`src/rtl/atten_prog_pkg.sv`:
```
package atten_prog_pkg;

  typedef enum logic [2:0] {
    ST_IDLE,
    ST_LOW,
    ST_HIGH,
    ST_GAP,
    ST_LATCH
  } prog_state_t;

  // attenuator limits, picoseconds
  localparam int unsigned MIN_CLK_HIGH_PS = 30000;
  localparam int unsigned MIN_CLK_LOW_PS  = 30000;
  localparam int unsigned MIN_CLK_PER_PS  = 100000;
  localparam int unsigned MIN_SETUP_PS    = 10000;
  localparam int unsigned MIN_HOLD_PS     = 10000;
  localparam int unsigned MIN_LE_SU_PS    = 10000;
  localparam int unsigned MIN_LE_PW_PS    = 30000;

  function automatic int unsigned max4(int unsigned a, int unsigned b,
                                       int unsigned c, int unsigned d);
    int unsigned m;
    m = a;
    if (b > m) m = b;
    if (c > m) m = c;
    if (d > m) m = d;
    return m;
  endfunction

endpackage

```
`src/rtl/atten_phase_timer.sv`:
```
module atten_phase_timer #(
  parameter int CNT_W = 8
) (
  input  logic             clk,
  input  logic             rst,
  input  logic             load,
  input  logic [CNT_W-1:0] load_val,
  output logic             expired
);
  logic [CNT_W-1:0] cnt;

  always_ff @(posedge clk) begin
    if (rst)             cnt <= '0;
    else if (load)       cnt <= load_val;
    else if (cnt != '0)  cnt <= cnt - 1'b1;
  end

  assign expired = (cnt == '0);
endmodule

```
`src/rtl/atten_word_shifter.sv`:
```
module atten_word_shifter #(
  parameter int WORD_W = 6
) (
  input  logic              clk,
  input  logic              rst,
  input  logic              load,
  input  logic [WORD_W-1:0] load_word,
  input  logic              shift,
  output logic              next_bit
);
  logic [WORD_W-1:0] sr;

  always_ff @(posedge clk) begin
    if (rst)        sr <= '0;
    else if (load)  sr <= load_word;
    else if (shift) sr <= {sr[WORD_W-2:0], 1'b0};
  end

  // bit that follows the one now on the line
  assign next_bit = sr[WORD_W-2];
endmodule

```
`src/rtl/atten_word_prog.sv`:
```
module atten_word_prog #(
  parameter int WORD_W        = 6,
  parameter int SYS_PERIOD_PS = 10000,
  parameter int HIGH_CYC      = 4,
  parameter int LOW_CYC       = 6,
  parameter int GAP_CYC       = 1,
  parameter int LE_PW_CYC     = 3
) (
  input  logic              clk,
  input  logic              rst,
  input  logic              req_valid,
  output logic              req_ready,
  input  logic [WORD_W-1:0] req_word,
  output logic              busy,
  output logic              done,
  output logic              ser_data,
  output logic              ser_clk,
  output logic              ser_le
);
  import atten_prog_pkg::*;

  localparam int MAX_CYC = max4(HIGH_CYC, LOW_CYC, GAP_CYC, LE_PW_CYC);
  localparam int CNT_W   = (MAX_CYC < 2) ? 1 : $clog2(MAX_CYC);
  localparam int BIT_W   = $clog2(WORD_W);

  localparam logic [CNT_W-1:0] LOW_LD  = CNT_W'(LOW_CYC - 1);
  localparam logic [CNT_W-1:0] HIGH_LD = CNT_W'(HIGH_CYC - 1);
  localparam logic [CNT_W-1:0] GAP_LD  = CNT_W'(GAP_CYC - 1);
  localparam logic [CNT_W-1:0] PW_LD   = CNT_W'(LE_PW_CYC - 1);
  localparam logic [BIT_W-1:0] LAST_IX = BIT_W'(WORD_W - 1);

  prog_state_t       state, state_nxt;
  logic [BIT_W-1:0]  bits_left;
  logic              tmr_load, tmr_done;
  logic [CNT_W-1:0]  tmr_val;
  logic              sh_load, sh_shift, sh_next;
  logic              accept;

  assign accept = req_valid && (state == ST_IDLE);

  atten_phase_timer #(.CNT_W(CNT_W)) u_timer (
    .clk      (clk),
    .rst      (rst),
    .load     (tmr_load),
    .load_val (tmr_val),
    .expired  (tmr_done)
  );

  atten_word_shifter #(.WORD_W(WORD_W)) u_shift (
    .clk       (clk),
    .rst       (rst),
    .load      (sh_load),
    .load_word (req_word),
    .shift     (sh_shift),
    .next_bit  (sh_next)
  );

  always_comb begin
    state_nxt = state;
    tmr_load  = 1'b0;
    tmr_val   = '0;
    sh_load   = 1'b0;
    sh_shift  = 1'b0;
    case (state)
      ST_IDLE: if (accept) begin
        sh_load = 1'b1; tmr_load = 1'b1; tmr_val = LOW_LD; state_nxt = ST_LOW;
      end
      ST_LOW: if (tmr_done) begin
        tmr_load = 1'b1; tmr_val = HIGH_LD; state_nxt = ST_HIGH;
      end
      ST_HIGH: if (tmr_done) begin
        tmr_load = 1'b1;
        if (bits_left == '0) begin
          tmr_val = GAP_LD; state_nxt = ST_GAP;
        end else begin
          tmr_val = LOW_LD; sh_shift = 1'b1; state_nxt = ST_LOW;
        end
      end
      ST_GAP: if (tmr_done) begin
        tmr_load = 1'b1; tmr_val = PW_LD; state_nxt = ST_LATCH;
      end
      ST_LATCH: if (tmr_done) state_nxt = ST_IDLE;
      default: state_nxt = ST_IDLE;
    endcase
  end

  always_ff @(posedge clk) begin
    if (rst) begin
      state     <= ST_IDLE;
      bits_left <= '0;
      ser_data  <= 1'b0;
      ser_clk   <= 1'b0;
      ser_le    <= 1'b0;
      done      <= 1'b0;
    end else begin
      state <= state_nxt;
      done  <= 1'b0;
      case (state)
        ST_IDLE: if (accept) begin
          ser_data  <= req_word[WORD_W-1];
          bits_left <= LAST_IX;
        end
        ST_LOW:  if (tmr_done) ser_clk <= 1'b1;
        ST_HIGH: if (tmr_done) begin
          ser_clk <= 1'b0;
          if (bits_left == '0) ser_data <= 1'b0;
          else begin
            ser_data  <= sh_next;
            bits_left <= bits_left - 1'b1;
          end
        end
        ST_GAP:  if (tmr_done) ser_le <= 1'b1;
        ST_LATCH: if (tmr_done) begin
          ser_le <= 1'b0;
          done   <= 1'b1;
        end
        default: ;
      endcase
    end
  end

  assign req_ready = (state == ST_IDLE);
  assign busy      = (state != ST_IDLE);
endmodule

```
`config.mk`:
```
export PLATFORM = sky130hd
export DESIGN_NAME = atten_word_prog
export DESIGN_NICKNAME = d
export VERILOG_FILES = /design/src/rtl/atten_prog_pkg.sv /design/src/rtl/atten_phase_timer.sv /design/src/rtl/atten_word_shifter.sv /design/src/rtl/atten_word_prog.sv
export SDC_FILE = /design/constraint.sdc
export NUM_CORES = 1
export LEC_CHECK = 0
export ABC_AREA = 1
export BUFFER_PORTS_ARGS = -buffer_cell sky130_fd_sc_hd__buf_4
export CAP_MARGIN = 25
export CORE_ASPECT_RATIO = 1.75
export CORE_MARGIN = 8
export CORE_UTILIZATION = 40
export DETAILED_ROUTE_END_ITERATION = 10
export GPL_TIMING_DRIVEN = 0
export HOLD_SLACK_MARGIN = 0.15
export PLACE_DENSITY = 0.63
export SLEW_MARGIN = 15
export SYNTH_ARGS = -nofsm -noshare
export SYNTH_HDL_FRONTEND = slang
export SYNTH_HIERARCHICAL = 1
export SYNTH_SLANG_ARGS = --single-unit
```
`constraint.sdc`:
```
create_clock -name clk -period 2.56 [get_ports clk]
set_input_delay 0.256 -clock clk [delete_from_list [all_inputs] [get_ports clk]]
set_output_delay 0.256 -clock clk [all_outputs]
set_load 0.05 [all_outputs]
```
==> out/results.md <==
## Worst setup path
• **Critical Path, Cell by Cell** inv_1 > ha_1 > inv_1 > nor2_1 > inv_1 > o31ai_2 > inv_2 > nand3_2 > inv_1 > nor2_1 > nor2_1
• **critical setup path kind** reg -> reg
• **number of buffers and inverters on the critical path** 5
• **maximum fanout encountered on the critical timing path** 8
• **Crit path required time** 2.71 ns
• **CP startpoint kind** flip-flop
• **master of the slowest instance on the critical path** sky130_fd_sc_hd__o31ai_2
• **category of the worst setup path capture point** flip-flop
• **reg-to-reg setup timing slack** 0.37 ns
• **most frequent cell on the critical path** sky130_fd_sc_hd__inv_1
• **arrival time of the worst setup path** 2.34 ns
• **worst stage delay on the critical path** 0.49 ns
• **cell class contributing the biggest share of worst-path delay** simple AND/OR/NAND/NOR gates

## Timing
• **RSZ-0062 raised after global routing** false
• **Final setup violation count** 0
• **maximum clock rate** 458 MHz
• **total negative slack** 0 ns
• **Final Hold Violating Endpoints** 0
• **post-route minimum period** 2.19 ns
• **worst hold margin** 0.252 ns
• **final worst path period share** 85.4%
• **Worst Tran Pin Value** 0.474 ns
• **Final Worst Setup Slack** 0.374 ns
• **number of max-slew violations in the final report** 0
• **slew margin rel.** 68.2%
• **clk_skew** 0.00266 ns

## Die
• **die boundary height** 83.0 µm
• **num ports** 15
• **die area** 0.00450 mm²
• **Site Rows** 24
• **starting density of the core** 41.6%
• **floorplan die width** 54.3 µm
• **area of the core region** 0.00246 mm²

## Route
• **count of routing violations after the opening detailed-route iteration** 20
• **final routed DRC violation total** 0
• **via count** 970
• **average via count per standard cell** 4.85
• **remaining number of nets flagged by the antenna check after routing** 0
• **detailed-router iteration count before antenna repair** 4
• **routed wire length per instance** 11.1 µm
• **sum of routed wire length over all layers** 2.21 mm

## Cells and area
• **fraction of final layout cells sized beyond drive strength 1** 20.1%
• **layout overhead on the synthesized area** 19.3%
• **diodes inserted** 0
• **total number of nets in the final design** 188

## Clock tree
• **clock tree root buffer cell** sky130_fd_sc_hd__clkbuf_8
• **number of buffers added to fix hold violations after cts** 0
• **Sinks on Clock Net** 18
• **CTS buffer count** 3
• **clock latency reported for the late side of the worst-skew pair** 0.26 ns
• **total setup buffers inserted after CTS** 0
• **number of H-tree branching levels** 1
• **CTS clk-pin slew, worst paths** 0.07 ns
• **Bufs on Longest Clock Path** 2
• **TritonCTS clock tree** yes

## Synthesis
• **Cell Area, Synth** 0.00102 mm²
• **Net Count, Synth** 169
• **Synth Register Bits** 18
• **number of instances in the synthesized netlist** 156
• **Synth warnings** 6
• **Mapped Avg Cell Area** 6.57 µm²
• **share of the yosys chip area belonging to registers** 35.2%
• **post-synthesis cell type count** 22

## Power and ir drop
• **Static Leakage** 0.639 nW
• **VDD IR-drop max** 0.000538 V
• **power per standard cell area** 1260 mW/mm²
• **Total Power** 1.54 mW

## Place
• **post-placement worst setup slack** 0.132 ns
• **routability-driven placement congestion ratio** 0.847
• **count of input and output buffers** 14
• **estimated wirelength of the detail-placed design** 1.78 mm

## GRT
• **number of global-route vias before repair** 928
• **global routing usage summed across all routing layers** 10.7%
• **grt total ovfl** 0
• **largest net degree at the start of global routing** 13
• **antenna violations before repair** 0
• **first-pass GRT wire length** 3.75 mm

## Flow run
• **reported max-cap violation count** 0

## Min path
• **classification of the worst-slack hold path** in -> reg

## Run status
• **outcome** finished, final reports clean

==> metrics by stage <==
| step | util [%] | instances | area [µm²] |
|---|---|---|---|
| after floorplan | - | 156 | 1020 |
| after global placement | 47.2 | 196 | 1160 |
| after detailed placement | 47.2 | 196 | 1160 |
| after CTS | 49.4 | 200 | 1220 |
| after global routing | 49.6 | 200 | 1220 |
| final | 49.6 | 200 | 1220 |
==> cells by family (layout without fill, tap and decap cells) <==
kind of cell             count (synthesis)  after routing  share of synthesized area, %
AO/OA/AOI/OAI                           17             17                          9.28
XOR/XNOR                                 1              1                         0.855
adder cells (fa/ha/maj)                  4              4                          4.88
buffers and inverters                   32             50                          11.7
flip-flops                              18             18                          35.2
AND/OR/NAND/NOR                         84             84                          38.1
==> worst paths after layout <==
| kind | startpoint | to | cells past startpoint |
|---|---|---|---|
| max reg2reg | u_timer/cnt[0]$_SDFFE_PP0P_ | u_timer/cnt[1]$_SDFFE_PP0P_ | 11 |
| max | u_timer/cnt[0]$_SDFFE_PP0P_ | u_timer/cnt[1]$_SDFFE_PP0P_ | 11 |
| min | rst | u_timer/cnt[0]$_SDFFE_PP0P_ | 2 |
| min reg2reg | ser_le$_SDFFE_PP0P_ | ser_le$_SDFFE_PP0P_ | 2 |
==> sequential cells by signal, indices dropped and copies added (netlist names) <==
| name | count |
|---|---|
| u_timer/cnt | 3 |
| done | 1 |
| u_shift/sr | 5 |
| state | 3 |
| ser_clk | 1 |
| ser_le | 1 |
| ser_data | 1 |
| bits_left | 3 |
==> cells in the final DEF (no fill, tap or decap), types with 2 or more instances in the layout <==
cell type                  synthesis  routed
sky130_fd_sc_hd__a21oi_1           8       8
sky130_fd_sc_hd__buf_4             0      14
sky130_fd_sc_hd__clkbuf_8          0       4
sky130_fd_sc_hd__dfxtp_1          18      18
sky130_fd_sc_hd__ha_1              4       4
sky130_fd_sc_hd__inv_1            26      26
sky130_fd_sc_hd__inv_2             6       6
sky130_fd_sc_hd__nand2_1          44      44
sky130_fd_sc_hd__nand2_2           2       2
sky130_fd_sc_hd__nand3_1          11      11
sky130_fd_sc_hd__nand4_1           3       3
sky130_fd_sc_hd__nor2_1           16      16
sky130_fd_sc_hd__nor2_2            2       2
sky130_fd_sc_hd__nor2_4            2       2
sky130_fd_sc_hd__o21ai_0           5       5
==> report_power, final <==
group	switching (mW)	internal [mW]	leakage [nW]	total, mW
clock network	0.0978	0.137	0.0288	0.235
logic	0.580	0.287	0.462	0.867
registers	0.0654	0.369	0.148	0.434
total	0.743	0.793	0.639	1.54
==> synthesized netlist by cell type, drive strengths merged <==
cell type | count | area [µm²]
a21oi | 9 | 48.8
dfxtp | 18 | 360
ha | 4 | 50.1
inv | 32 | 120
nand2 | 47 | 189
nand3 | 13 | 82.6
nand4 | 3 | 18.8
nor2 | 20 | 95.1
nor3 | 1 | 5.00
o21ai | 5 | 25.0
o21bai | 1 | 7.51
o22ai | 1 | 6.26
o31ai | 1 | 7.51
xnor2 | 1 | 8.76
==> what timing repair did <==
item,CTS,global route
gates resized for setup,0,1
endpoints found under the setup margin,0,3
endpoints found under the hold margin,0,0
==> per-layer routing <==
layer  share of wire [%]  up-vias  GRT usage [%]
li1                    -      523              -
met4                 3.0        0           6.08
met1                  40      422           10.4
met3                 3.9        7           2.14
met2                  53       18           18.9
met5                   0        -              0
==> layout make-up <==
type | instances | area, µm²
fillers | 256 | 1240
multi-input cells | 106 | 549
flip-flops and latches | 18 | 360
inverters | 32 | 120
repair buffers | 14 | 105
clock buffers | 4 | 55.1
well taps | 26 | 32.5
Power figures use the tool's default switching activity.
